<file path="config.mk">
export PLATFORM = sky130hd
export DESIGN_NAME = paired_irq_ctrl
export DESIGN_NICKNAME = d
export VERILOG_FILES = /design/src/rtl/pic_pkg.sv /design/src/rtl/pic_regs.sv /design/src/rtl/pic_chan.sv /design/src/rtl/pic_arb.sv /design/src/rtl/paired_irq_ctrl.sv
export SDC_FILE = /design/constraint.sdc
export NUM_CORES = 1
export LEC_CHECK = 0
export BUFFER_PORTS_ARGS = -buffer_cell sky130_fd_sc_hd__clkbuf_2
export CORE_MARGIN = 2
export CORE_UTILIZATION = 40
export DETAILED_ROUTE_END_ITERATION = 12
export GPL_ROUTABILITY_DRIVEN = 0
export PLACE_DENSITY_LB_ADDON = 0.15
export REMOVE_ABC_BUFFERS = 1
export SYNTH_ARGS = -nofsm -noshare
export SYNTH_HDL_FRONTEND = slang
export SYNTH_SLANG_ARGS = --single-unit
</file>
<file path="constraint.sdc">
create_clock -name clk -period 17.9 [get_ports clk]
set_clock_uncertainty 0.1 [all_clocks]
set_input_delay 1.79 -clock clk [delete_from_list [all_inputs] [get_ports clk]]
set_output_delay 1.79 -clock clk [all_outputs]
set_load 0.02 [all_outputs]
</file>
<file path="src/rtl/pic_pkg.sv">
package pic_pkg;
  localparam int ADDR_W = 2;

  typedef enum logic [ADDR_W-1:0] {
    ADDR_PRIO = 2'd0,
    ADDR_PEND = 2'd1,
    ADDR_OVR  = 2'd2,
    ADDR_RSVD = 2'd3
  } pic_addr_e;
endpackage

</file>
<file path="src/rtl/pic_regs.sv">
module pic_regs
  import pic_pkg::*;
#(
  parameter int NUM_PAIRS = 4,
  parameter int FIELD_W   = 2,
  parameter int BUS_W     = 8,
  localparam int NUM_CH   = 2 * NUM_PAIRS,
  localparam int PRIO_W   = NUM_PAIRS * FIELD_W
) (
  input  logic              clk,
  input  logic              rst_n,
  input  logic              wr_i,
  input  logic [ADDR_W-1:0] addr_i,
  input  logic [BUS_W-1:0]  wdata_i,
  input  logic [NUM_CH-1:0] pend_i,
  input  logic [NUM_CH-1:0] ovr_i,
  output logic [PRIO_W-1:0] prio_o,
  output logic [BUS_W-1:0]  rdata_o
);
  pic_addr_e addr_e;
  assign addr_e = pic_addr_e'(addr_i);

  logic [PRIO_W-1:0] prio_q;
  always_ff @(posedge clk or negedge rst_n) begin
    if (!rst_n)
      prio_q <= '1;
    else if (wr_i && addr_e == ADDR_PRIO)
      prio_q <= wdata_i[PRIO_W-1:0];
  end
  assign prio_o = prio_q;

  always_comb begin
    rdata_o = '0;
    case (addr_e)
      ADDR_PRIO: rdata_o = BUS_W'(prio_q);
      ADDR_PEND: rdata_o = BUS_W'(pend_i);
      ADDR_OVR:  rdata_o = BUS_W'(ovr_i);
      default:   rdata_o = '0;
    endcase
  end

  // a write reaches the priority register on the next cycle
  assert_prio_write_R1: assert property (@(posedge clk) disable iff (!rst_n)
    (wr_i && addr_e == ADDR_PRIO) |=> (prio_q == $past(wdata_i[PRIO_W-1:0])));

  // writes elsewhere leave the priority untouched
  assert_ro_write_ignored_R9: assert property (@(posedge clk) disable iff (!rst_n)
    (wr_i && addr_e != ADDR_PRIO) |=> $stable(prio_q));
endmodule

</file>
<file path="src/rtl/pic_chan.sv">
module pic_chan (
  input  logic clk,
  input  logic rst_n,
  input  logic evt_i,
  input  logic clr_i,
  output logic pend_o,
  output logic ovr_o
);
  logic pend_q, ovr_q;

  always_ff @(posedge clk or negedge rst_n) begin
    if (!rst_n) begin
      pend_q <= 1'b0;
      ovr_q  <= 1'b0;
    end else begin
      pend_q <= evt_i | (pend_q & ~clr_i);
      if (clr_i)
        ovr_q <= 1'b0;
      else if (evt_i && pend_q)
        ovr_q <= 1'b1;
    end
  end

  assign pend_o = pend_q;
  assign ovr_o  = ovr_q;

  // an event always leaves the channel pending
  assert_evt_sets_pend_R3: assert property (@(posedge clk) disable iff (!rst_n)
    evt_i |=> pend_q);

  // second event while pending and not cleared raises overrun
  assert_second_evt_overrun_R4: assert property (@(posedge clk) disable iff (!rst_n)
    (evt_i && pend_q && !clr_i) |=> ovr_q);

  // overrun can only exist alongside a pending bit
  assert_ovr_needs_pend_R4: assert property (@(posedge clk) disable iff (!rst_n)
    ovr_q |-> pend_q);

  // a clear without an event empties both bits
  assert_clear_empties_R5: assert property (@(posedge clk) disable iff (!rst_n)
    (clr_i && !evt_i) |=> (!pend_q && !ovr_q));

  // clear always drops the overrun flag
  assert_clear_drops_ovr_R5: assert property (@(posedge clk) disable iff (!rst_n)
    clr_i |=> !ovr_q);
endmodule

</file>
<file path="src/rtl/pic_arb.sv">
module pic_arb #(
  parameter int NUM_PAIRS = 4,
  parameter int FIELD_W   = 2,
  localparam int NUM_CH   = 2 * NUM_PAIRS,
  localparam int PRIO_W   = NUM_PAIRS * FIELD_W,
  localparam int LVL_W    = FIELD_W + 1,
  localparam int IDX_W    = $clog2(NUM_CH)
) (
  input  logic              clk,
  input  logic              rst_n,
  input  logic [NUM_CH-1:0] pend_i,
  input  logic [PRIO_W-1:0] prio_i,
  output logic [IDX_W-1:0]  win_idx_o,
  output logic [LVL_W-1:0]  win_lvl_o
);
  logic [LVL_W-1:0] lvl [NUM_CH];

  for (genvar g = 0; g < NUM_CH; g++) begin : g_lvl
    assign lvl[g] = {prio_i[(g/2)*FIELD_W +: FIELD_W], 1'(g % 2)};
  end

  logic             found;
  logic [IDX_W-1:0] best_idx;
  logic [LVL_W-1:0] best_lvl;

  // Ascending scan with strict compare: lower index keeps ties
  always_comb begin
    found    = 1'b0;
    best_idx = '0;
    best_lvl = '0;
    for (int i = 0; i < NUM_CH; i++) begin
      if (pend_i[i] && (!found || lvl[i] < best_lvl)) begin
        found    = 1'b1;
        best_idx = IDX_W'(i);
        best_lvl = lvl[i];
      end
    end
  end

  always_ff @(posedge clk or negedge rst_n) begin
    if (!rst_n) begin
      win_idx_o <= '0;
      win_lvl_o <= '0;
    end else begin
      win_idx_o <= best_idx;
      win_lvl_o <= best_lvl;
    end
  end

  // nothing pending yields a zero winner one cycle later
  assert_idle_winner_zero_R8: assert property (@(posedge clk) disable iff (!rst_n)
    !(|pend_i) |=> (win_idx_o == '0 && win_lvl_o == '0));

  // the reported winner was pending in the cycle it was chosen from
  assert_winner_was_pending_R7: assert property (@(posedge clk) disable iff (!rst_n)
    (|pend_i) |=> ((($past(pend_i) >> win_idx_o) & NUM_CH'(1)) != '0));
endmodule

</file>
<file path="src/rtl/paired_irq_ctrl.sv">
module paired_irq_ctrl
  import pic_pkg::*;
#(
  parameter int NUM_PAIRS = 4,
  parameter int FIELD_W   = 2,
  parameter int BUS_W     = 8
) (
  input  logic                              clk,
  input  logic                              rst_n,
  input  logic                              bus_wr,
  input  logic [ADDR_W-1:0]                 bus_addr,
  input  logic [BUS_W-1:0]                  bus_wdata,
  output logic [BUS_W-1:0]                  bus_rdata,
  input  logic [2*NUM_PAIRS-1:0]            evt_i,
  input  logic [2*NUM_PAIRS-1:0]            clr_i,
  output logic                              irq_o,
  output logic [$clog2(2*NUM_PAIRS)-1:0]    win_idx_o,
  output logic [FIELD_W:0]                  win_lvl_o
);
  localparam int NUM_CH = 2 * NUM_PAIRS;
  localparam int PRIO_W = NUM_PAIRS * FIELD_W;

  logic [NUM_CH-1:0] pend, ovr;
  logic [PRIO_W-1:0] prio;

  for (genvar c = 0; c < NUM_CH; c++) begin : g_ch
    pic_chan u_chan (
      .clk    (clk),
      .rst_n  (rst_n),
      .evt_i  (evt_i[c]),
      .clr_i  (clr_i[c]),
      .pend_o (pend[c]),
      .ovr_o  (ovr[c])
    );
  end

  pic_regs #(.NUM_PAIRS(NUM_PAIRS), .FIELD_W(FIELD_W), .BUS_W(BUS_W)) u_regs (
    .clk     (clk),
    .rst_n   (rst_n),
    .wr_i    (bus_wr),
    .addr_i  (bus_addr),
    .wdata_i (bus_wdata),
    .pend_i  (pend),
    .ovr_i   (ovr),
    .prio_o  (prio),
    .rdata_o (bus_rdata)
  );

  pic_arb #(.NUM_PAIRS(NUM_PAIRS), .FIELD_W(FIELD_W)) u_arb (
    .clk       (clk),
    .rst_n     (rst_n),
    .pend_i    (pend),
    .prio_i    (prio),
    .win_idx_o (win_idx_o),
    .win_lvl_o (win_lvl_o)
  );

  assign irq_o = |pend;

  // the request rises after any event
  assert_req_after_evt_R6: assert property (@(posedge clk) disable iff (!rst_n)
    (|evt_i) |=> irq_o);
endmodule

</file>
==> flow_summary.toml <==
[synth]
yosysSeqAreaShare_pct = 38.4
ys_seq_elements = 29
synthFlopType = "dfrtp_1"
synth_edf_count = 0
ys_warn_count = 0
synth_top_area_share_pct = 27.4
synth_top_area_cell = "dfrtp_1"
avgSynthCellArea_sq_um = 9.89
async_flop_share_pct = 100
yosys-top-cells-area = "dfrtp_1 27%, dfstp_2 11%, mux2i_1 6.3%"
synth_cell_types = 50
syn-cell-area_sq_mm = 0.00192
syn_inst = 194

[drt]
ant_nets = 0
wl_microns = 4330
drt-initial-drc-count = 38
drc = 0
vias_per_cell = 5.41
wl_per_cell_microns = 14.8
drt-pass1-iter-count = 4
via_count = 1585

[setup_path]
cp_slowest_cell = "dfrtp_1"
crit_family = "compound AO/OA/AOI/OAI gates"
endpoint_kind = "register"
cp_max_fo = 11
crit_top_cell = "ha_1"
critPathLaunchType = "register"
r2r_start = "g_ch[0].u_chan.pend_o$_DFF_PN0_"
cp.arrival_ns = 8.11
cpPeakStageDelay_ns = 0.55
critPathBufInv = 2
r2r_cells = 35
crit_type = "reg2reg"
worstPathRequired_ns = 17.96
reg2reg_to = "u_arb.win_lvl_o[2]$_DFF_PN0_"
reg2reg_slack_ns = 9.86

[layout]
drive_above_1_share_pct = 34.7
fillers = 470
register_area_sq_um = 736
multiInputGateArea_sq_mm = 0.00108
final_cell_mix = "43 x clkbuf_2, 21 x dfrtp_1, 19 x o21ai_0"
mostFrequentLayoutCell = "clkbuf_2"
nNetsFinal = 276
area_delta_synth_final_pct = 17.1
antenna_cells = 0

[floorplanning]
placementRows = 25
die_w_microns = 73.2
coreArea_sq_mm = 0.00466
io_pins = 44
die-area_sq_mm = 0.00536
start_util_pct = 41.2
die_h_microns = 73.2

[sta]
setup_tns_ns = 0
maxSlewViolCount = 0
rsz0062_at_grt = "false"
final.min_clock_period_ns = 8.04
period_share_pct = 44.9
worst_pin_slew_ns = 0.753
max_freq_ghz = 0.124
whs_ns = 0.404
setup_viol = 0
layout_setup_ws_ns = 9.86
hold_violations = 0
slew_headroom_pct = 49.8

[placement]
pre_cts_ws_ns = 9.84
port_buffers = 43
dp_hpwl_microns = 3280

[global_routing]
grt-ovfl-total = 0
grt_first_pass_wirelength_microns = 7400
track_usage_pct = 18.0
grt_max_degree = 30
grt_pass1_vias = 1556
antenna_found_initial = 0

[clock_network]
clock-sinks = 29
post-cts-setup-buffer-count = 0
cts_resized = 0
cts_made_buffers = 5
clkLatencyLatePin_ns = 0.28
clk_pin_slew_ns = 0.07
cts_tree = "built"
htree_levels = 2
cts_root_buffer = "clkbuf_8"
ctsHoldBuffers = 0
ctsLongestPathBuffers = 2

[worst_hold_path]
worstHoldPathType = "reg2reg"
min_to = "g_ch[0].u_chan.ovr_o$_DFFE_PN0P_"
holdPathStages = 2
hold_start = "g_ch[0].u_chan.ovr_o$_DFFE_PN0P_"

[run_status]
status = "completed"

[pwr]
power_density_mw_per_mm2 = 130
peakVddDrop_mv = 0.0547
power.leakage_nw = 1.07

[run]
maxCapViolCount = 0
==> flip-flops by register name, indices dropped and copies added, names as in the netlist <==
| name | count |
|---|---|
| u_regs.prio_o | 8 |
| u_arb.win_lvl_o | 2 |
| u_arb.win_idx_o | 3 |
| g_ch.u_chan.pend_o | 8 |
| g_ch.u_chan.ovr_o | 8 |
==> per-stage QoR <==
stage / std cells / area, sq um / utilization [%] / power, mW
final: 293 / 2250 / 48.2 / 0.291
after floorplan: 187 / 1870 / - / 0.206
after detailed placement: 285 / 2160 / 46.4 / 0.240
after CTS: 293 / 2250 / 48.2 / 0.294
after global routing: 293 / 2250 / 48.2 / 0.313
after global placement: 285 / 2160 / 46.4 / 0.239
==> where the power goes <==
group          switching, mW  internal, mW
combinational         0.0816        0.0680
sequential           0.00979        0.0794
clock                 0.0254        0.0269
==> routing by layer <==
layer  vias to the layer above  GRT usage [%]  wire [microns]
met5                         -              0               0
met1                       753           24.6            2070
met2                        46           27.3            1980
met3                         8           4.97             239
met4                         0           6.38              44
li1                        778              -               -
==> worst min-delay path, cell delays in order, from the launching register on <==
cell and delay, ns:
dfrtp_1 0.35, a21oi_1 0.04, nor2_1 0.08
==> worst max path at each step <==
stage,from,endpoint,slack [ns],cells after the start
floorplan,g_ch[0].u_chan.pend_o$_DFF_PN0_,u_arb.win_lvl_o[2]$_DFF_PN0_,10.57,35
global placement,g_ch[0].u_chan.pend_o$_DFF_PN0_,u_arb.win_lvl_o[2]$_DFF_PN0_,9.89,36
detailed placement,g_ch[0].u_chan.pend_o$_DFF_PN0_,u_arb.win_lvl_o[2]$_DFF_PN0_,9.84,35
CTS,g_ch[0].u_chan.pend_o$_DFF_PN0_,u_arb.win_lvl_o[2]$_DFF_PN0_,9.81,36
global route,g_ch[0].u_chan.pend_o$_DFF_PN0_,u_arb.win_lvl_o[2]$_DFF_PN0_,9.25,36
finish,g_ch[0].u_chan.pend_o$_DFF_PN0_,u_arb.win_lvl_o[2]$_DFF_PN0_,9.86,35
==> Yosys cell counts (3+ instances only) <==
library cell and n:
inv_1 15, dfstp_2 8, o21bai_1 4, mux2_2 4
a21oi_1 13, o21ai_0 19, nand2b_1 4, clkbuf_1 4
nor2_1 14, nand2_1 14, mux2i_1 12, a21o_1 6
o21a_1 3, dfrtp_1 21, ha_1 9
==> layout make-up <==
type / instances / share of cell area [%]
flip-flops and latches: 29 / 32.8
clock buffers: 6 / 3.23
repair buffers: 44 / 9.92
inverters: 16 / 2.67
well taps: 54 / 3.01
multi-input cells: 142 / 48.0
clock inverters: 2 / 0.446
==> cells by family after synthesis <==
logic type      after synthesis  synth area share (%)
fa+ha+maj                     9                  5.87
buf+inv                      23                  5.48
simple gates                 50                  14.4
flops                        29                  38.4
mux                          18                  10.2
compound gates               65                  25.7
(Power assumes the default switching activity.)
